## src/rtl/frt_pkg.sv

```systemverilog
package frt_pkg;
   localparam int unsigned CNT_BASE = 8;   // count bytes 8..11
   localparam int unsigned STS_OFS  = 12;
   localparam int unsigned CFG_OFS  = 13;

   typedef struct packed {
      logic pd;     // bit 2: stop while suspended
      logic fast;   // bit 1: full rate
      logic ien;    // bit 0: interrupt enable
   } frt_cfg_t;
endpackage

```

## src/rtl/frt_prescale.sv

```systemverilog
module frt_prescale #(
   parameter int unsigned DIV = 27
) (
   input  logic clk,
   input  logic rst_n,
   input  logic run_i,
   input  logic fast_i,
   output logic tick_o
);
   generate
      if (DIV < 2) begin : g_nodiv
         assign tick_o = run_i;
         logic unused_fast;
         assign unused_fast = fast_i ^ clk ^ rst_n;
      end else begin : g_div
         localparam int unsigned DW = $clog2(DIV);
         logic [DW-1:0] div_q;
         logic          last;
         assign last = (div_q == DW'(DIV - 1));
         always_ff @(posedge clk or negedge rst_n) begin
            if (!rst_n)     div_q <= '0;
            else if (run_i) div_q <= last ? '0 : div_q + 1'b1;
         end
         assign tick_o = run_i & (fast_i | last);
      end
   endgenerate
endmodule

```

## src/rtl/frt_count.sv

```systemverilog
module frt_count #(
   parameter int unsigned CNT_W = 32
) (
   input  logic             clk,
   input  logic             rst_n,
   input  logic             tick_i,
   output logic [CNT_W-1:0] cnt_o,
   output logic             wrap_o
);
   logic [CNT_W-1:0] cnt_q;
   always_ff @(posedge clk or negedge rst_n) begin
      if (!rst_n)      cnt_q <= '0;
      else if (tick_i) cnt_q <= cnt_q + 1'b1;
   end
   // top bit falls only when all ones roll to zero
   assign wrap_o = tick_i & (&cnt_q);
   assign cnt_o  = cnt_q;
endmodule

```

## src/rtl/frt_regs.sv

```systemverilog
module frt_regs
   import frt_pkg::*;
#(
   parameter int unsigned CNT_W  = 32,
   parameter int unsigned ADDR_W = 4
) (
   input  logic              clk,
   input  logic              rst_n,
   input  logic              suspend_i,
   input  logic [ADDR_W-1:0] addr_i,
   input  logic              wr_en_i,
   input  logic [7:0]        wr_data_i,
   input  logic [CNT_W-1:0]  cnt_i,
   input  logic              wrap_i,
   output frt_cfg_t          cfg_o,
   output logic              flag_o,
   output logic [7:0]        rd_data_o
);
   frt_cfg_t    cfg_q;
   logic        flag_q, susp_q, release_evt;
   logic        sel_sts, sel_cfg, sel_cnt;
   logic [31:0] cnt_ext;
   logic [7:0]  rd_d, rd_q;

   assign sel_sts = (addr_i == ADDR_W'(STS_OFS));
   assign sel_cfg = (addr_i == ADDR_W'(CFG_OFS));
   assign sel_cnt = (addr_i[ADDR_W-1:2] == (ADDR_W-2)'(CNT_BASE >> 2));
   assign release_evt = susp_q & ~suspend_i;
   assign cnt_ext = 32'(cnt_i);

   always_ff @(posedge clk or negedge rst_n) begin
      if (!rst_n) begin
         susp_q <= 1'b0;
         flag_q <= 1'b0;
         cfg_q  <= '0;
      end else begin
         susp_q <= suspend_i;
         if (wr_en_i && sel_sts && wr_data_i[0]) flag_q <= 1'b0;
         if (wrap_i)                             flag_q <= 1'b1;
         if (wr_en_i && sel_cfg)                 cfg_q  <= frt_cfg_t'(wr_data_i[2:0]);
         if (release_evt)                        cfg_q.pd <= 1'b0;
      end
   end

   always_comb begin
      rd_d = '0;
      if (sel_cnt)      rd_d = cnt_ext[{addr_i[1:0], 3'b000} +: 8];
      else if (sel_sts) rd_d = {7'b0, flag_q};
      else if (sel_cfg) rd_d = {5'b0, cfg_q};
   end

   always_ff @(posedge clk or negedge rst_n) begin
      if (!rst_n) rd_q <= '0;
      else        rd_q <= rd_d;
   end

   logic unused_wdata;
   assign unused_wdata = ^wr_data_i[7:3];

   assign cfg_o     = cfg_q;
   assign flag_o    = flag_q;
   assign rd_data_o = rd_q;
endmodule

```

## src/rtl/freerun_timer.sv

```systemverilog
module freerun_timer
   import frt_pkg::*;
#(
   parameter int unsigned CNT_W  = 32,
   parameter int unsigned DIV    = 27,
   parameter int unsigned ADDR_W = 4
) (
   input  logic              clk,
   input  logic              rst_n,
   input  logic              suspend_i,
   input  logic [ADDR_W-1:0] addr_i,
   input  logic              wr_en_i,
   input  logic [7:0]        wr_data_i,
   output logic [7:0]        rd_data_o,
   output logic              irq_o
);
   generate
      if (CNT_W < 2 || CNT_W > 32) begin : g_bad_cnt
         $error("freerun_timer: CNT_W must be 2..32");
      end
      if (ADDR_W < 4) begin : g_bad_addr
         $error("freerun_timer: ADDR_W must be at least 4");
      end
   endgenerate

   frt_cfg_t         cfg_w;
   logic             tick_w, wrap_w, sts_flag, run_w;
   logic [CNT_W-1:0] cnt_w;

   assign run_w = ~(cfg_w.pd & suspend_i);

   frt_prescale #(.DIV(DIV)) u_pre (
      .clk(clk), .rst_n(rst_n), .run_i(run_w), .fast_i(cfg_w.fast), .tick_o(tick_w)
   );

   frt_count #(.CNT_W(CNT_W)) u_cnt (
      .clk(clk), .rst_n(rst_n), .tick_i(tick_w), .cnt_o(cnt_w), .wrap_o(wrap_w)
   );

   frt_regs #(.CNT_W(CNT_W), .ADDR_W(ADDR_W)) u_regs (
      .clk(clk), .rst_n(rst_n), .suspend_i(suspend_i), .addr_i(addr_i),
      .wr_en_i(wr_en_i), .wr_data_i(wr_data_i), .cnt_i(cnt_w), .wrap_i(wrap_w),
      .cfg_o(cfg_w), .flag_o(sts_flag), .rd_data_o(rd_data_o)
   );

   assign irq_o = sts_flag & cfg_w.ien;
endmodule

```

## config.mk

```make
export PLATFORM = sky130hd
export DESIGN_NAME = freerun_timer
export DESIGN_NICKNAME = d
export VERILOG_FILES = /design/src/rtl/frt_pkg.sv /design/src/rtl/frt_prescale.sv /design/src/rtl/frt_count.sv /design/src/rtl/frt_regs.sv /design/src/rtl/freerun_timer.sv
export SDC_FILE = /design/constraint.sdc
export NUM_CORES = 1
export LEC_CHECK = 0
export BUFFER_PORTS_ARGS = -buffer_cell sky130_fd_sc_hd__buf_4
export CORE_UTILIZATION = 56
export CTS_CLUSTER_DIAMETER = 150
export DETAILED_ROUTE_END_ITERATION = 8
export HOLD_SLACK_MARGIN = 0.08
export PLACE_DENSITY = 0.76
export SETUP_SLACK_MARGIN = 0.05
export SYNTH_ARGS = -nofsm -noshare
export SYNTH_HDL_FRONTEND = slang
export SYNTH_HIERARCHICAL = 1
export SYNTH_SLANG_ARGS = --single-unit
```

## constraint.sdc

```tcl
create_clock -name clk -period 6.3 [get_ports clk]
set_clock_uncertainty 0.1 [all_clocks]
set_input_delay 1.26 -clock clk [delete_from_list [all_inputs] [get_ports clk]]
set_output_delay 1.26 -clock clk [all_outputs]
set_load 0.03 [all_outputs]
```

==> key figures <==
Setup path
  – Crit path cell chain: buf_4, nand2_1, o21a_1, nand3_1, or4_4, nor3_1, xor2_1
  – CP delay by family, top: simple AND/OR/NAND/NOR gates
  – Crit start category: primary input
  – Critical Path Fanout Max: 8
  – Critical-path top delay cell: or4_4
  – Critical path class: primary input to flop
  – CP bufs+invs: 1
  – Slowest stage delay, CP: 660 ps
  – Worst path required time: 6430 ps
  – CP Capture Type: flop
  – Crit path DAT: 3140 ps

Timing
  – Slack of the critical path: 3290 ps
  – Fin crit share: 47.8%
  – Final setup vio count: 0
  – Max Slew Vio Count: 0
  – Slew at the pin closest to its max-slew limit: 627 ps
  – Max Clock Freq: 332 MHz
  – Hold Fails Final Rpt: 0
  – Fin crit period: 3010 ps
  – RSZ-0062 raised after global routing: false
  – Sum Neg Setup Slack: 0 ps
  – Slew margin rel.: 58.2%

Logic synthesis
  – Count leader, synth: dfrtp_1
  – Post-Syn Nets: 228
  – Synthesized area: 2490 µm²
  – Synth area leader: dfrtp_1
  – Mapped Avg Cell Area: 11.9 µm²
  – Synth area leaders: dfrtp_1 (50%), xnor2_1 (8.1%), mux4_2 (6.3%), nand4_1 (3.5%), nand2_1 (2.6%)
  – Seq/Total Area, Yosys: 50.2%
  – YS warnings: 6
  – Commonest cells post-synth: dfrtp_1 (50), xnor2_1 (23), nand2_1 (17)
  – Post-synth EDFFs: 0
  – Post-Synthesis Cells: 209
  – Top-area cell type share of the netlist area: 50.2%
  – Main synth FF type: dfrtp_1
  – Distinct cell type count after synthesis: 46
  – #FFs+latches synth: 50
  – Post-synthesis async set-or-reset flop share: 100%

Clock network
  – H-tree Lvls: 2
  – Num CTS Buffers: 5
  – Skew-Pair Late Insertion Delay: 310 ps
  – Post-CTS sizing: 0
  – CTS tree: yes
  – Root Driver: clkbuf_8
  – Clock sinks: 50
  – Clock transition at path regs: 80 ps
  – Hold Buf Count CTS: 0
  – Setup Fix Bufs, Post-CTS: 0
  – Clock buffer depth: 2

GRT
  – All-layer global routing usage: 24.1%
  – Met2 Use GR: 39.3%
  – M3 GR Usage: 5.10%
  – Met1 usage: 31.8%
  – GRT overflow: 0
  – Vias in the first global route: 1558
  – Pin count of the biggest net entering global routing: 51
  – GR peak layer: met2
  – First-pass GRT wire length: 7.85 mm
  – Initial antenna violation count: 0

Die
  – Top Ports: 25
  – Row cnt: 23
  – Die ar.: 4720 µm²
  – Core area: 4140 µm²
  – Die X: 68.7 µm
  – Initial Util: 60.2%
  – Die height: 68.7 µm

Layout
  – Net count, final: 252
  – Finished Layout Cells: 283
  – N_diodes: 0
  – Synthesis-to-layout area growth: 12.2%
  – Multi-input logic area: 1200 µm²
  – Register Area: 1250 µm²
  – Layout cells sized above 1: 21.0%
  – Fill cells: 313

Hold path
  – Hold WC Path Type: flop to flop

Route
  – First-pass DRT Iterations: 5
  – Via density per instance: 5.90
  – WL/cell: 17.0 µm
  – DRC viols: 0
  – Detail Route Antenna Nets: 0
  – Drt initial violations: 110
  – Via count: 1669
  – DRT Wirelength: 4.82 mm

Placed design
  – Port bufs: 19
  – Post-DP HPWL: 3.48 mm
  – Placer Congestion: 0.847
  – Placed cell count: 276
  – DP Worst Slack: 3000 ps

Power
  – Power per standard cell area: 284 nW/µm²
  – Worst ir drop on vdd: 0.000146 V
  – Lkg Pwr: 1.25 nW

Flow run
  – Max-Cap Viols: 0

Run status
  – Status: finished, final reports clean
[layout make-up]
class	instances	share of cell area, %
clock buffers	6	2.95
clock inverters	1	1.07
inverters	6	0.805
multi-input cells	150	42.8
flip-flops and latches	50	44.7
well taps	50	2.24
repair buffers	20	5.37
[cell families (layout without fill, tap and decap cells)]
family	Yosys count	in the layout	synth area share [%]
flops	50	50	50.2
xor+xnor	30	30	10.5
fa+ha+maj	3	3	1.51
buf+inv	9	33	1.76
simple gates	90	90	22.3
compound gates	13	13	3.71
mux	14	14	9.98
[worst register-to-register path: cells and delay by family (launching register included)]
kind | cells | cell delay, ps
DFF | 1 | 420
adders and majority gates | 1 | 160
xor gates and xnor gates | 1 | 160
AOI/OAI and AO/OA | 1 | 250
and+or+nand+nor | 4 | 1420
buffers and inverters | 1 | 90
[registers in the layout, summed over array words and instances, names as in the netlist]
name / count
u_cnt/cnt_o: 32
u_regs/rd_data_o: 8
u_pre/g_div.div_q: 5
u_regs/cfg_o: 3
u_regs/flag_o: 1
u_regs/susp_q: 1
[stage by stage]
| step | area [µm²] | util, % | hold slack (ps) | total power, W |
|---|---|---|---|---|
| detailed placement | 2690 | 64.8 | 383 | 0.000573 |
| global placement | 2690 | 64.8 | 371 | 0.000565 |
| floorplan | 2490 | - | 354 | 0.000522 |
| finish | 2800 | 67.5 | 391 | 0.000794 |
| CTS | 2800 | 67.5 | 400 | 0.000801 |
| global route | 2800 | 67.5 | 424 | 0.000838 |
[power breakdown]
part	total (W)	internal (W)	switching (W)
Clock	0.000230	0.000127	0.000102
Combinational	0.000148	0.0000841	0.0000642
Sequential	0.000416	0.000362	0.0000547
Total	0.000794	0.000573	0.000221
[layer usage]
layer | up-vias | share of wire [%]
met3 | 7 | 4.5
met1 | 823 | 46
met2 | 42 | 48
li1 | 797 | -
met4 | 0 | 1.6
met5 | - | 0
[worst paths after layout]
kind / from / to / slack, ps / cells after the start
worst max-delay path: suspend_i / u_cnt/cnt_o[27] / 3290 / 7
worst min-delay path: u_cnt/cnt_o[30] / u_cnt/cnt_o[30] / 390 / 1
worst max register to register: u_pre/g_div.div_q[0] / u_cnt/cnt_o[27] / 3630 / 8
worst min register to register: u_cnt/cnt_o[30] / u_cnt/cnt_o[30] / 390 / 1
max in group asynchronous: rst_n / u_regs/rd_data_o[3] / 4810 / 1
min in group asynchronous: rst_n / u_pre/g_div.div_q[4] / 850 / 1
[layout by cell type, fill, tap and decap left out, drive strengths merged, types with 2 or more instances in the layout]
cell and count:
a21o 2, dfrtp 50, a22o 2, nand3 12, nor2 8, inv 6, nor3b 3, ha 3
clkbuf 6, xnor2 23, o21a 2, nand4 15, o21ai 4, buf 20, mux4 8, mux2 4
nor2b 8, nor4 4, xor2 7, and2 4, and4 2, or4b 2, nand2 17, and3 2
nand2b 3, nor3 5, mux2i 2
(Power assumes the default switching activity.)
